## src/rtl/ioint_pkg.sv

```systemverilog
package ioint_pkg;
    localparam int LO_DMODE_BIT = 11;
    localparam int LO_POL_BIT   = 13;
    localparam int LO_TRIG_BIT  = 15;
    localparam int LO_MASK_BIT  = 16;

    typedef struct packed {
        logic [7:0] vector;
        logic [2:0] dlv;
        logic       logical;
        logic [7:0] dest;
    } ioint_msg_t;
endpackage

```

## src/rtl/ioint_regs.sv

```systemverilog
module ioint_regs #(
    parameter int NUM_PINS = 16,
    parameter int IDX_W    = 8,
    parameter int TBL_BASE = 16
) (
    input  logic                         clk,
    input  logic                         rst_n,
    input  logic                         sel_we,
    input  logic [31:0]                  sel_wdata,
    input  logic                         win_we,
    input  logic [31:0]                  win_wdata,
    output logic [31:0]                  sel_rdata,
    output logic [31:0]                  win_rdata,
    output logic [NUM_PINS-1:0][31:0]    lo_o,
    output logic [NUM_PINS-1:0][31:0]    hi_o
);
    localparam int PIN_W = $clog2(NUM_PINS);
    localparam logic [IDX_W-1:0] ID_IDX   = '0;
    localparam logic [IDX_W-1:0] BASE_IDX = IDX_W'(TBL_BASE);
    localparam logic [IDX_W-1:0] END_IDX  = IDX_W'(TBL_BASE + 2 * NUM_PINS);

    typedef struct packed {
        logic [IDX_W-1:0]          idx;
        logic [3:0]                id;
        logic [NUM_PINS-1:0][31:0] lo;
        logic [NUM_PINS-1:0][31:0] hi;
    } regs_t;

    regs_t r_d, r_q;
    logic             in_tbl;
    logic [IDX_W-1:0] off;
    logic [PIN_W-1:0] pin_sel;
    logic             hi_sel;

    always_comb begin
        in_tbl  = (r_q.idx >= BASE_IDX) && (r_q.idx < END_IDX);
        off     = r_q.idx - BASE_IDX;
        pin_sel = off[PIN_W:1];
        hi_sel  = off[0];

        r_d = r_q;
        if (sel_we) r_d.idx = sel_wdata[IDX_W-1:0];
        if (win_we) begin
            if (r_q.idx == ID_IDX) begin
                r_d.id = win_wdata[27:24];
            end else if (in_tbl) begin
                if (hi_sel) r_d.hi[pin_sel] = win_wdata;
                else        r_d.lo[pin_sel] = win_wdata;
            end
        end

        win_rdata = '0;
        if (r_q.idx == ID_IDX) begin
            win_rdata[27:24] = r_q.id;
        end else if (in_tbl) begin
            win_rdata = hi_sel ? r_q.hi[pin_sel] : r_q.lo[pin_sel];
        end
        sel_rdata = {{(32-IDX_W){1'b0}}, r_q.idx};
    end

    always_ff @(posedge clk or negedge rst_n) begin
        if (!rst_n) begin
            r_q.idx <= '0;
            r_q.id  <= '0;
            for (int i = 0; i < NUM_PINS; i++) begin
                r_q.lo[i] <= 32'h0001_0000;
                r_q.hi[i] <= '0;
            end
        end else begin
            r_q <= r_d;
        end
    end

    assign lo_o = r_q.lo;
    assign hi_o = r_q.hi;


    unimpl_write_chk: assert property (@(posedge clk) disable iff (!rst_n)
        (win_we && !in_tbl) |=> ($stable(r_q.lo) && $stable(r_q.hi)));
endmodule

```

## src/rtl/ioint_edge.sv

```systemverilog
module ioint_edge #(
    parameter int NUM_PINS = 16
) (
    input  logic                clk,
    input  logic                rst_n,
    input  logic [NUM_PINS-1:0] pin_in,
    input  logic [NUM_PINS-1:0] mask,
    input  logic [NUM_PINS-1:0] pol,
    input  logic [NUM_PINS-1:0] trig,
    input  logic [NUM_PINS-1:0] grant,
    output logic [NUM_PINS-1:0] pend
);
    typedef struct packed {
        logic [NUM_PINS-1:0] prev;
        logic [NUM_PINS-1:0] pend;
    } edge_t;

    edge_t e_d, e_q;
    logic [NUM_PINS-1:0] hit;

    always_comb begin
        // polarity is applied to both samples, so changing it makes no edge
        hit = (pin_in ^ pol) & ~(e_q.prev ^ pol) & ~mask & ~trig;
        e_d.prev = pin_in;
        e_d.pend = (e_q.pend & ~grant) | hit;
    end

    always_ff @(posedge clk or negedge rst_n) begin
        if (!rst_n) e_q <= '0;
        else        e_q <= e_d;
    end

    assign pend = e_q.pend;


    masked_edge_chk: assert property (@(posedge clk) disable iff (!rst_n)
        1'b1 |=> ((e_q.pend & $past(mask & ~e_q.pend)) == '0));


    level_pin_chk: assert property (@(posedge clk) disable iff (!rst_n)
        1'b1 |=> ((e_q.pend & $past(trig & ~e_q.pend)) == '0));
endmodule

```

## src/rtl/ioint_msgout.sv

```systemverilog
module ioint_msgout
    import ioint_pkg::*;
#(
    parameter int NUM_PINS = 16
) (
    input  logic                      clk,
    input  logic                      rst_n,
    input  logic [NUM_PINS-1:0]       pend,
    input  logic [NUM_PINS-1:0][31:0] lo,
    input  logic [NUM_PINS-1:0][31:0] hi,
    input  logic                      ready,
    output logic [NUM_PINS-1:0]       grant,
    output logic                      valid,
    output ioint_msg_t                msg
);
    localparam int PIN_W = $clog2(NUM_PINS);

    typedef struct packed {
        logic       valid;
        ioint_msg_t msg;
    } out_t;

    out_t o_d, o_q;
    logic             free;
    logic             any;
    logic [PIN_W-1:0] pick;

    always_comb begin
        free = !o_q.valid || ready;
        pick = '0;
        any  = 1'b0;
        for (int i = NUM_PINS - 1; i >= 0; i--) begin
            if (pend[i]) begin
                pick = PIN_W'(i);
                any  = 1'b1;
            end
        end

        grant = '0;
        o_d   = o_q;
        if (free) begin
            o_d.valid = any;
            if (any) begin
                grant[pick]   = 1'b1;
                o_d.msg.vector  = lo[pick][7:0];
                o_d.msg.dlv     = lo[pick][10:8];
                o_d.msg.logical = lo[pick][LO_DMODE_BIT];
                o_d.msg.dest    = hi[pick][31:24];
            end
        end
    end

    always_ff @(posedge clk or negedge rst_n) begin
        if (!rst_n) o_q <= '0;
        else        o_q <= o_d;
    end

    assign valid = o_q.valid;
    assign msg   = o_q.msg;


    msg_hold_chk: assert property (@(posedge clk) disable iff (!rst_n)
        (o_q.valid && !ready) |=> (o_q.valid && $stable(o_q.msg)));


    grant_onehot_chk: assert property (@(posedge clk) disable iff (!rst_n)
        $onehot0(grant));


    grant_lowest_chk: assert property (@(posedge clk) disable iff (!rst_n)
        (grant != '0) |-> ((pend & (grant - NUM_PINS'(1))) == '0));


    grant_needs_pend_chk: assert property (@(posedge clk) disable iff (!rst_n)
        ((grant & ~pend) == '0));
endmodule

```

## src/rtl/ioint_router.sv

```systemverilog
module ioint_router
    import ioint_pkg::*;
#(
    parameter int NUM_PINS = 16,
    parameter int IDX_W    = 8,
    parameter int TBL_BASE = 16
) (
    input  logic                clk,
    input  logic                rst_n,
    input  logic                sel_we,
    input  logic [31:0]         sel_wdata,
    output logic [31:0]         sel_rdata,
    input  logic                win_we,
    input  logic [31:0]         win_wdata,
    output logic [31:0]         win_rdata,
    input  logic [NUM_PINS-1:0] pin_in,
    output logic                msg_valid,
    input  logic                msg_ready,
    output logic [7:0]          msg_vector,
    output logic [2:0]          msg_dlv,
    output logic                msg_logical,
    output logic [7:0]          msg_dest
);
    logic [NUM_PINS-1:0][31:0] lo, hi;
    logic [NUM_PINS-1:0]       mask, pol, trig, pend, grant;
    ioint_msg_t                msg;

    ioint_regs #(.NUM_PINS(NUM_PINS), .IDX_W(IDX_W), .TBL_BASE(TBL_BASE)) u_regs (
        .clk(clk), .rst_n(rst_n),
        .sel_we(sel_we), .sel_wdata(sel_wdata),
        .win_we(win_we), .win_wdata(win_wdata),
        .sel_rdata(sel_rdata), .win_rdata(win_rdata),
        .lo_o(lo), .hi_o(hi)
    );

    for (genvar p = 0; p < NUM_PINS; p++) begin : g_fields
        assign mask[p] = lo[p][LO_MASK_BIT];
        assign pol[p]  = lo[p][LO_POL_BIT];
        assign trig[p] = lo[p][LO_TRIG_BIT];
    end

    ioint_edge #(.NUM_PINS(NUM_PINS)) u_edge (
        .clk(clk), .rst_n(rst_n), .pin_in(pin_in),
        .mask(mask), .pol(pol), .trig(trig),
        .grant(grant), .pend(pend)
    );

    ioint_msgout #(.NUM_PINS(NUM_PINS)) u_out (
        .clk(clk), .rst_n(rst_n), .pend(pend), .lo(lo), .hi(hi),
        .ready(msg_ready), .grant(grant), .valid(msg_valid), .msg(msg)
    );

    assign msg_vector  = msg.vector;
    assign msg_dlv     = msg.dlv;
    assign msg_logical = msg.logical;
    assign msg_dest    = msg.dest;
endmodule

```

## config.mk

```make
export PLATFORM = sky130hd
export DESIGN_NAME = ioint_router
export DESIGN_NICKNAME = d
export VERILOG_FILES = /design/src/rtl/ioint_pkg.sv /design/src/rtl/ioint_regs.sv /design/src/rtl/ioint_edge.sv /design/src/rtl/ioint_msgout.sv /design/src/rtl/ioint_router.sv
export SDC_FILE = /design/constraint.sdc
export NUM_CORES = 2
export LEC_CHECK = 0
export ABC_AREA = 1
export BUFFER_PORTS_ARGS = -buffer_cell sky130_fd_sc_hd__buf_2
export CAP_MARGIN = 15
export CORE_ASPECT_RATIO = 0.5
export CORE_MARGIN = 2
export CORE_UTILIZATION = 50
export DETAILED_ROUTE_END_ITERATION = 10
export PLACE_DENSITY = 0.72
export SLEW_MARGIN = 30
export SYNTH_ARGS = -nofsm -noshare
export SYNTH_HDL_FRONTEND = slang
export SYNTH_HIERARCHICAL = 1
export SYNTH_SLANG_ARGS = --single-unit
```

## constraint.sdc

```tcl
create_clock -name clk -period 2 [get_ports clk]
set_input_delay 0.4 -clock clk [delete_from_list [all_inputs] [get_ports clk]]
set_output_delay 0.4 -clock clk [all_outputs]
set_load 0.01 [all_outputs]
```

==> summary.md <==
| Metric | Value |
|---|---|
| Number of port buffers | 121 |
| Boundary Pins | 170 |
| Area of the multi-input gates | 22900 um^2 |
| Initial DRT Pass Iterations | 9 |
| Routed via count divided by cell count | around 6.0 |
| Worst setup path category | register to primary output |
| Cell count after synthesis | 7146 |
| Overall die height | 238 um |
| Final worst-path cycle share | 1.65 |
| Cts bufs inserted | 99 |
| TritonCTS clock tree | done |
| Count of filler cells inserted in the layout | 9048 |
| Area growth from synthesis to layout | 17.9% |
| Setup repair after global routing missed its margin | true |
| Crit-path max cell delay | a little over 0.5 ns |
| CP required | 1.60 ns |
| DIE WIDTH | between 400 and 500 um |
| Number of global-route vias before repair | 47122 |
| Floorplan die area | 112000 um^2 |
| Fmax | roughly 300 MHz |
| Fraction of final layout cells with drive strength greater than 1 | 0.162 |
| Clk_lat worst skew | 0.72 ns |
| Startpoint kind of the worst setup timing path | register |
| H-Tree Depth | 3 |
| Core Rows | 85 |
| Leakage power total | 30.8 nW |
| Sinks on Clock Net | 1089 |
| Post-placement worst setup slack | -0.763 ns |
| Pin count of the biggest net entering global routing | 87 |
| Cell Chain, Critical Path | buf_12 -> nor2_4 -> buf_12 -> buf_12 -> buf_12 -> clkbuf_16 -> a22oi_2 -> nand2_1 -> nand2_1 -> nand2_1 -> nor2_1 -> nor2_1 -> buf_2 |
| Least setup slack across all paths after layout | -1.29 ns |
| Antenna Violating Nets Remaining | 0 |
| Wire length of the first global-routing pass | between 200000 and 300000 um |
| Maximum clock insertion buffer count | 3 |
| Final RePlAce weighted congestion | around 0.91 |
| Initial DRC count | between 7000 and 8000 |
| Data arrival at the endpoint of the critical path | 2.89 ns |
| Worst-case reg-to-reg path depth | 24 |
| Final-layout setup total negative slack | -257.79 ns |
| Via count of the routed design | 51327 |
| Worst reg2reg path endpoint | u_out/msg[15] |
| VDD IR-drop max | between 0.0008 and 0.0009 V |
| Max Fanout on Critical Path | 6 |
| Total setup violations reported at the end of the flow | between 900 and 1000 |
| Final Slew Violations | 0 |
| Number of violations of the max-capacitance limit | 0 |
| Register-to-Register Setup Slack | -0.40 ns |
| Crit path capture type | primary output |
| Cell occurring most often along the worst timing path | sky130_fd_sc_hd__buf_12 |
| Global route total overflow | 0 |
| CORE AREA | 108000 um^2 |
| Clock edge transition at the registers on the reported setup and hold paths | approximately 0.070 ns |
| Total DRC errors in the routed layout | 0 |
| Slew @ Worst Pin | 0.766 ns |
| Synthesized area per cell | roughly 7.7 um^2 |
| Tmin final | between 3 and 4 ns |
| Final number of hold-violating endpoints | 0 |
| Critical-path cell with the highest stage delay | sky130_fd_sc_hd__dfrtp_4 |
| Critical Path Sink | win_rdata[20] |
| Reg area | 27300 um^2 |
| GRT Total Usage | 0.332 |
| Antenna violations before repair | 5 |
| Average wire per cell in the routed design | 23.2 um |
| Utilization after layout | 0.597 |
| Post-Route Skew | 0.0227 ns |
| Warning count from the yosys run | 6 |
| Type of the worst min-delay path | input port to register |
| Worst slew margin relative to its limit | 0.484 |
| Initial standard-cell utilization of the core | 0.507 |
| Wire length reported by the detailed router | a little under 200000 um |
| Failing checks | negative setup slack |
| Launch point of the worst path | u_regs/sel_rdata[1] |
| Cell area after technology mapping | 54800 um^2 |
| HPWL after DPL | 111000 um |
| Startpoint of the most critical register-to-register path | u_edge/pend[14] |
| CTS root buffer | sky130_fd_sc_hd__clkbuf_16 |
| Number of nets in the layout | around 7000 |
| Result of the run | finished with violations |
| Power per cell area | 937 nW/um^2 |
## state kept, by name, indices dropped and copies added, names as in the netlist
name and cells:
u_regs/hi_o 512, u_regs/lo_o 512, u_edge/e_q 16, u_regs/sel_rdata 8, u_edge/pend 16, u_regs/r_q 4
u_out/valid 1, u_out/msg 20
## cells in the final DEF, fill, tap and decap left out, types with 86 or more instances in the layout
cell	n
sky130_fd_sc_hd__nand2_2	86
sky130_fd_sc_hd__buf_2	108
sky130_fd_sc_hd__nand4_1	252
sky130_fd_sc_hd__dfrtp_1	1069
sky130_fd_sc_hd__clkbuf_16	124
sky130_fd_sc_hd__nor2_1	133
sky130_fd_sc_hd__inv_1	154
sky130_fd_sc_hd__nand2_1	2720
sky130_fd_sc_hd__buf_12	194
sky130_fd_sc_hd__o21ai_0	840
sky130_fd_sc_hd__o21ai_1	236
sky130_fd_sc_hd__nand3_1	329
sky130_fd_sc_hd__buf_4	240
## repair_timing
item	in CTS	in global routing
cloned	24	31
hold endpoints to repair	392	0
hold buffers	23	0
setup endpoints to repair	969	1095
buffers inserted	46	24
gates resized for setup	233	245
pin swaps	61	119
## where the power goes
part           switching, W  internal (W)  total [W]
clock network       0.00888        0.0111     0.0200
registers           0.00151        0.0241     0.0256
logic               0.00931       0.00558     0.0149
total                0.0197        0.0408     0.0605
## layout make-up
type                            count  share of cell area
Multi-Input combinational cell   4946               0.354
Clock buffer                      142              0.0449
Tap cell                         1435              0.0278
Timing Repair Buffer              683               0.134
Sequential cell                  1089               0.422
Clock inverter                     40             0.00689
Antenna cell                        2           0.0000775
Inverter                          173              0.0106
Timing Repair inverter              1           0.0000968
## per-stage QoR
stage                     hold slack (ns)  cell area, um^2  total power (W)  cells
after floorplan                     0.104            55000           0.0329   7169
final                              0.0478            64600           0.0605   8511
after global routing               0.0644            64600           0.0624   8509
after CTS                          0.0122            62900           0.0586   8460
after global placement              0.302            57600           0.0373   8190
after detailed placement            0.302            57600           0.0375   8190
## metal layers
layer	part of all wire	GRT usage	vias up
li1	-	-	22482
met1	0.39	0.462	24463
met2	0.42	0.490	3674
met3	0.14	0.0845	702
met4	0.052	0.148	6
met5	0.00029	0.00341	-
## critical path: cells and delay by family (launching register included)
family / cells / cell delay (ns)
buffers and inverters: 6 / 0.98
AOI/OAI and AO/OA: 1 / 0.06
and+or+nand+nor: 6 / 0.62
DFF: 1 / 0.51
## how the worst min path moves through the flow
stage / startpoint / to / cells after the start
finish: sel_we / u_regs/sel_rdata[5] / 3
global route: sel_we / u_regs/sel_rdata[0] / 3
CTS: sel_we / u_regs/sel_rdata[5] / 3
detailed placement: rst_n / u_regs/lo_o[435] / 1
global placement: rst_n / u_regs/lo_o[435] / 1
floorplan: rst_n / u_edge/e_q[16] / 0
No activity file was read; power rests on OpenSTA's default activity.
